[config.mk]
export PLATFORM = sky130hd
export DESIGN_NAME = uart_host_if
export DESIGN_NICKNAME = d
export VERILOG_FILES = /design/src/rtl/uart_hif_pkg.sv /design/src/rtl/uart_hif_sync.sv /design/src/rtl/uart_hif_avail.sv /design/src/rtl/uart_hif_bus.sv /design/src/rtl/uart_host_if.sv
export SDC_FILE = /design/constraint.sdc
export NUM_CORES = 1
export LEC_CHECK = 0
export CORE_AREA = 2 2 39 41
export CTS_CLUSTER_DIAMETER = 100
export DETAILED_ROUTE_END_ITERATION = 7
export DIE_AREA = 0 0 41 43
export GPL_ROUTABILITY_DRIVEN = 0
export GPL_TIMING_DRIVEN = 0
export PLACE_DENSITY = 0.68
export SLEW_MARGIN = 20
export SYNTH_ARGS = -nofsm -noshare
export SYNTH_HDL_FRONTEND = slang
export SYNTH_SLANG_ARGS = --single-unit
[constraint.sdc]
create_clock -name clk -period 1.8 [get_ports clk]
set_clock_uncertainty 0.1 [all_clocks]
set_input_delay 0.18 -clock clk [delete_from_list [all_inputs] [get_ports clk]]
set_output_delay 0.18 -clock clk [all_outputs]
set_load 0.01 [all_outputs]
[src/rtl/uart_hif_pkg.sv]
package uart_hif_pkg;
  localparam int unsigned BYTE_W = 8;

  // Field order fixes the bit position in the status word (bit 7 first).
  typedef struct packed {
    logic thr_empty;
    logic tsr_empty;
    logic periph;
    logic ext;
    logic frame;
    logic parity;
    logic overrun;
    logic avail;
  } hif_status_t;
endpackage

[src/rtl/uart_hif_sync.sv]
module uart_hif_sync #(
  parameter int unsigned STAGES  = 2,
  parameter logic        RST_VAL = 1'b0
) (
  input  logic clk,
  input  logic rst_n,
  input  logic d,
  output logic q
);
  logic [STAGES-1:0] chain_q, chain_d;

  generate
    if (STAGES == 1) begin : g_one
      always_comb chain_d = d;
    end else begin : g_many
      always_comb chain_d = {chain_q[STAGES-2:0], d};
    end
  endgenerate

  always_ff @(posedge clk or negedge rst_n) begin
    if (!rst_n) chain_q <= {STAGES{RST_VAL}};
    else        chain_q <= chain_d;
  end

  assign q = chain_q[STAGES-1];
endmodule

[src/rtl/uart_hif_avail.sv]
module uart_hif_avail (
  input  logic clk,
  input  logic rst_n,
  input  logic stb_sync,
  input  logic data_rd,
  input  logic rx_ready,
  output logic avail
);
  logic stb_prev_q, avail_q, avail_d, clr;

  assign clr = stb_sync & ~stb_prev_q & data_rd;

  always_comb begin
    avail_d = avail_q;
    if (clr)      avail_d = 1'b0;
    if (rx_ready) avail_d = 1'b1;   // a new character wins over a clear
  end

  always_ff @(posedge clk or negedge rst_n) begin
    if (!rst_n) begin
      stb_prev_q <= 1'b0;
      avail_q    <= 1'b0;
    end else begin
      stb_prev_q <= stb_sync;
      avail_q    <= avail_d;
    end
  end

  assign avail = avail_q;
endmodule

[src/rtl/uart_hif_bus.sv]
module uart_hif_bus
  import uart_hif_pkg::*;
#(
  parameter int unsigned CS_COUNT = 3
) (
  input  logic [CS_COUNT-1:0] cs_in,
  input  logic                rd_wr,
  input  logic                reg_sel,
  input  logic [BYTE_W-1:0]   rx_char,
  input  hif_status_t         status,
  output logic                data_rd,
  output logic [BYTE_W-1:0]   bus_out,
  output logic                bus_oe
);
  logic rd_en;

  always_comb begin
    rd_en   = (&cs_in) & rd_wr;
    data_rd = rd_en & ~reg_sel;
    bus_out = '0;
    if (rd_en) bus_out = reg_sel ? BYTE_W'(status) : rx_char;
  end

  assign bus_oe = rd_en;
endmodule

[src/rtl/uart_host_if.sv]
module uart_host_if
  import uart_hif_pkg::*;
#(
  parameter int unsigned CS_COUNT    = 3,
  parameter int unsigned SYNC_STAGES = 2
) (
  input  logic                clk,
  input  logic                rst_n,
  input  logic [CS_COUNT-1:0] cs_in,
  input  logic                rd_wr,
  input  logic                reg_sel,
  input  logic                latch_stb,
  input  logic                rx_ready,
  input  logic [7:0]          rx_char,
  input  logic                rx_pe,
  input  logic                rx_fe,
  input  logic                rx_oe,
  input  logic                tx_hold_empty,
  input  logic                tx_shift_empty,
  input  logic                periph_irq,
  input  logic                ext_stat_n,
  output logic [7:0]          bus_out,
  output logic                bus_oe,
  output logic                avail_irq_n,
  output logic                err_n,
  output logic                frame_err
);
  logic        stb_sync, ext_n_sync, data_rd, avail;
  hif_status_t status;

  uart_hif_sync #(.STAGES(SYNC_STAGES), .RST_VAL(1'b0)) u_stb_sync (
    .clk(clk), .rst_n(rst_n), .d(latch_stb), .q(stb_sync));

  uart_hif_sync #(.STAGES(SYNC_STAGES), .RST_VAL(1'b1)) u_ext_sync (
    .clk(clk), .rst_n(rst_n), .d(ext_stat_n), .q(ext_n_sync));

  uart_hif_avail u_avail (
    .clk(clk), .rst_n(rst_n), .stb_sync(stb_sync), .data_rd(data_rd),
    .rx_ready(rx_ready), .avail(avail));

  always_comb begin
    status.thr_empty = tx_hold_empty;
    status.tsr_empty = tx_shift_empty;
    status.periph    = periph_irq;
    status.ext       = ~ext_n_sync;
    status.frame     = rx_fe;
    status.parity    = rx_pe;
    status.overrun   = rx_oe;
    status.avail     = avail;
  end

  uart_hif_bus #(.CS_COUNT(CS_COUNT)) u_bus (
    .cs_in(cs_in), .rd_wr(rd_wr), .reg_sel(reg_sel), .rx_char(rx_char),
    .status(status), .data_rd(data_rd), .bus_out(bus_out), .bus_oe(bus_oe));

  assign avail_irq_n = ~avail;
  assign err_n       = ~(rx_pe | rx_oe);
  assign frame_err   = rx_fe;
endmodule

==> flow_summary_export.csv <==
group,metric,value,unit
global_route,grt_pass1_wl,1300,um
synth,yosysWarnings,0,
sta,period_share,0.897,
run_status,status,"finished clean",
sta,period_needed,1.61,ns
synth,synthCells,30,
layout,fin_nets,95,
power_and_ir_drop,vdd_drop_max,0.000309,V
synth,yosysTopAreaCell,"dfrtp_1",
route,antenna_left,0,
synth,ys_top_cells_by_area,"dfrtp_1 32%, mux2i_1 22%, dfstp_2 17%",
placed_design,preCtsSetupSlack,-0.429,ns
setup_path,path_class,"primary input to primary output",
floorplanning,io_pins,36,
clocking,cts_tree,"done",
global_route,grt-ovfl-total,0,
run,maxCapViolCount,0,
sta,final.setup.worst_slack,0.186,ns
synth,synth_cell_types,11,
clocking,cts-buffers-inserted,3,
sta,slew_violations,0,
synth,yosysSeqAreaShare,0.484,
setup_path,cp.required,1.52,ns
floorplanning,core_area,0.00138,mm2
layout,final_cell_mix,"25 x clkdlybuf4s50_1, 9 x nor2_1, 9 x dlygate4sd2_1",
power_and_ir_drop,power.density,497,mW/mm2
floorplanning,dieArea,0.00176,mm2
setup_path,critPathLaunchType,"primary input",
route,routed-via-count,370,
global_route,grt_start_max_net_pins,11,
global_route,track_usage,0.109,
synth,ys_ff_latch,6,
clocking,clockRootBuffer,"clkbuf_4",
power_and_ir_drop,power,0.349,mW
sta,fmax,620,MHz
sta,whs,0.0739,ns
clocking,cts_max_path_buffers,2,
synth,synth_top_area_frac,0.317,
clocking,clk_pin_slew_worst_paths,0.04,ns
floorplanning,rows,14,
route,drc,0,
floorplanning,die-width,41,um
clocking,worstSkewPairLatency,0.23,ns
layout,final_common_cell,"clkdlybuf4s50_1",
floorplanning,fp.dieH,43,um
route,first_iter_violations,0,
global_route,antenna_found_initial,0,
synth,avgSynthCellArea,10.5,um2
global_route,grt_pass1_vias,362,
setup_path,worst_r2r_path_depth,2,
layout,drive_gt1_frac,0.130,
sta,worst_pin_slew,0.241,ns
setup_path,reg2reg_to,"u_avail.avail",
synth,synth_area,315,um2
placed_design,numPortBuffers,34,
layout,diodes,0,
layout,syn2layout_area_growth,123,%
setup_path,cp-end-kind,"primary output",
setup_path,arrival,1.33,ns
route,drt_first_pass_iters,1,
placed_design,dpl.hpwl,726,um
layout,final_core_util,0.507,
sta,grt_setup_unrepaired,"false",
setup_path,r2r-start,"u_avail.stb_prev_q",
clocking,htreeDepth,1,
sta,setup_viol,0,
sta,slew_headroom,0.839,
power_and_ir_drop,leakage,0.349,nW
setup_path,path_max_fanout,5,
floorplanning,start_util,0.228,
route,vias_per_cell,4.35,
sta,hold_violations,0,
setup_path,r2r_slack,0.56,ns
layout,n_fill_cell,143,
route,wl_per_cell,10.3,um
clocking,cts_sinks,6,
worst_hold_path,hold_path.class,"primary input to asynchronous set/reset pin",
synth,synth_nets,54,
route,wl,872,um
-- logic make-up (layout without fill, tap and decap cells) --
family / Yosys count / after routing / share of synthesized area
AND/OR/NAND/NOR: 11 / 11 / 0.159
buffers and inverters: 4 / 43 / 0.0833
flip-flops: 6 / 6 / 0.484
AO/OA/AOI/OAI: 2 / 2 / 0.0516
multiplexers: 7 / 7 / 0.222
-- Yosys cell counts --
cell type  instances
dfrtp_1            4
mux2i_1            7
a211oi_1           1
nor2_1             9
buf_6              1
o22a_1             1
nand4_1            1
dfstp_2            2
inv_1              2
buf_4              1
or4b_1             1
-- per-layer routing --
metal | vias to the layer above | GRT usage | part of all wire
li1 | 182 | - | -
met1 | 168 | 0.0960 | 0.31
met3 | 2 | 0.0262 | 0.15
met5 | - | 0 | 0
met4 | 0 | 0.100 | 0.014
met2 | 18 | 0.184 | 0.52
-- state kept, by name, indices dropped and copies added (netlist names) --
register,cells
u_avail.avail,1
u_avail.stb_prev_q,1
u_ext_sync.chain_q,2
u_stb_sync.chain_q,2
-- critical path, stage by stage --
cell             delay, ns
clkdlybuf4s50_1       0.46
nand4_1               0.14
buf_4                 0.19
nor2_1                0.10
dlygate4sd2_1         0.27
-- final cells by class --
| type | count | area, um2 | share of cell area |
|---|---|---|---|
| plain buffers | 2 | 18.8 | 0.0267 |
| clock buffers | 3 | 22.5 | 0.0321 |
| inverters | 2 | 7.51 | 0.0107 |
| multi-input cells | 20 | 136 | 0.194 |
| flip-flops and latches | 6 | 153 | 0.217 |
| well taps | 16 | 20.0 | 0.0285 |
| repair buffers | 36 | 344 | 0.490 |
-- report_power, final --
group	switching, mW	internal (mW)
combinational	0.0252	0.0634
clock	0.0403	0.0749
sequential	0.00182	0.143
total	0.0674	0.281
-- how the worst max path moves through the flow --
stage                     cells past startpoint             to          startpoint
after detailed placement                      4     bus_out[4]               rd_wr
after CTS                                     5     bus_out[5]            cs_in[2]
after floorplan                               2  u_avail.avail  u_avail.stb_prev_q
after global routing                          5     bus_out[5]            cs_in[1]
after global placement                        4     bus_out[4]            cs_in[0]
final                                         5     bus_out[5]            cs_in[2]
-- metrics by stage --
stage	TNS [ns]	cell area [um2]	instances
4_1_cts	0	702	85
3_5_place_dp	-2.36	676	80
2_1_floorplan	0	315	30
3_3_place_gp	-2.45	676	80
5_1_grt	0	702	85
6_report	0	702	85
-- what timing repair did --
action,CTS,global route
setup endpoints to repair,9,0
setup buffers,2,0
hold buffers,0,0
resized for setup,9,0
No activity file was read; power rests on OpenSTA's default activity.
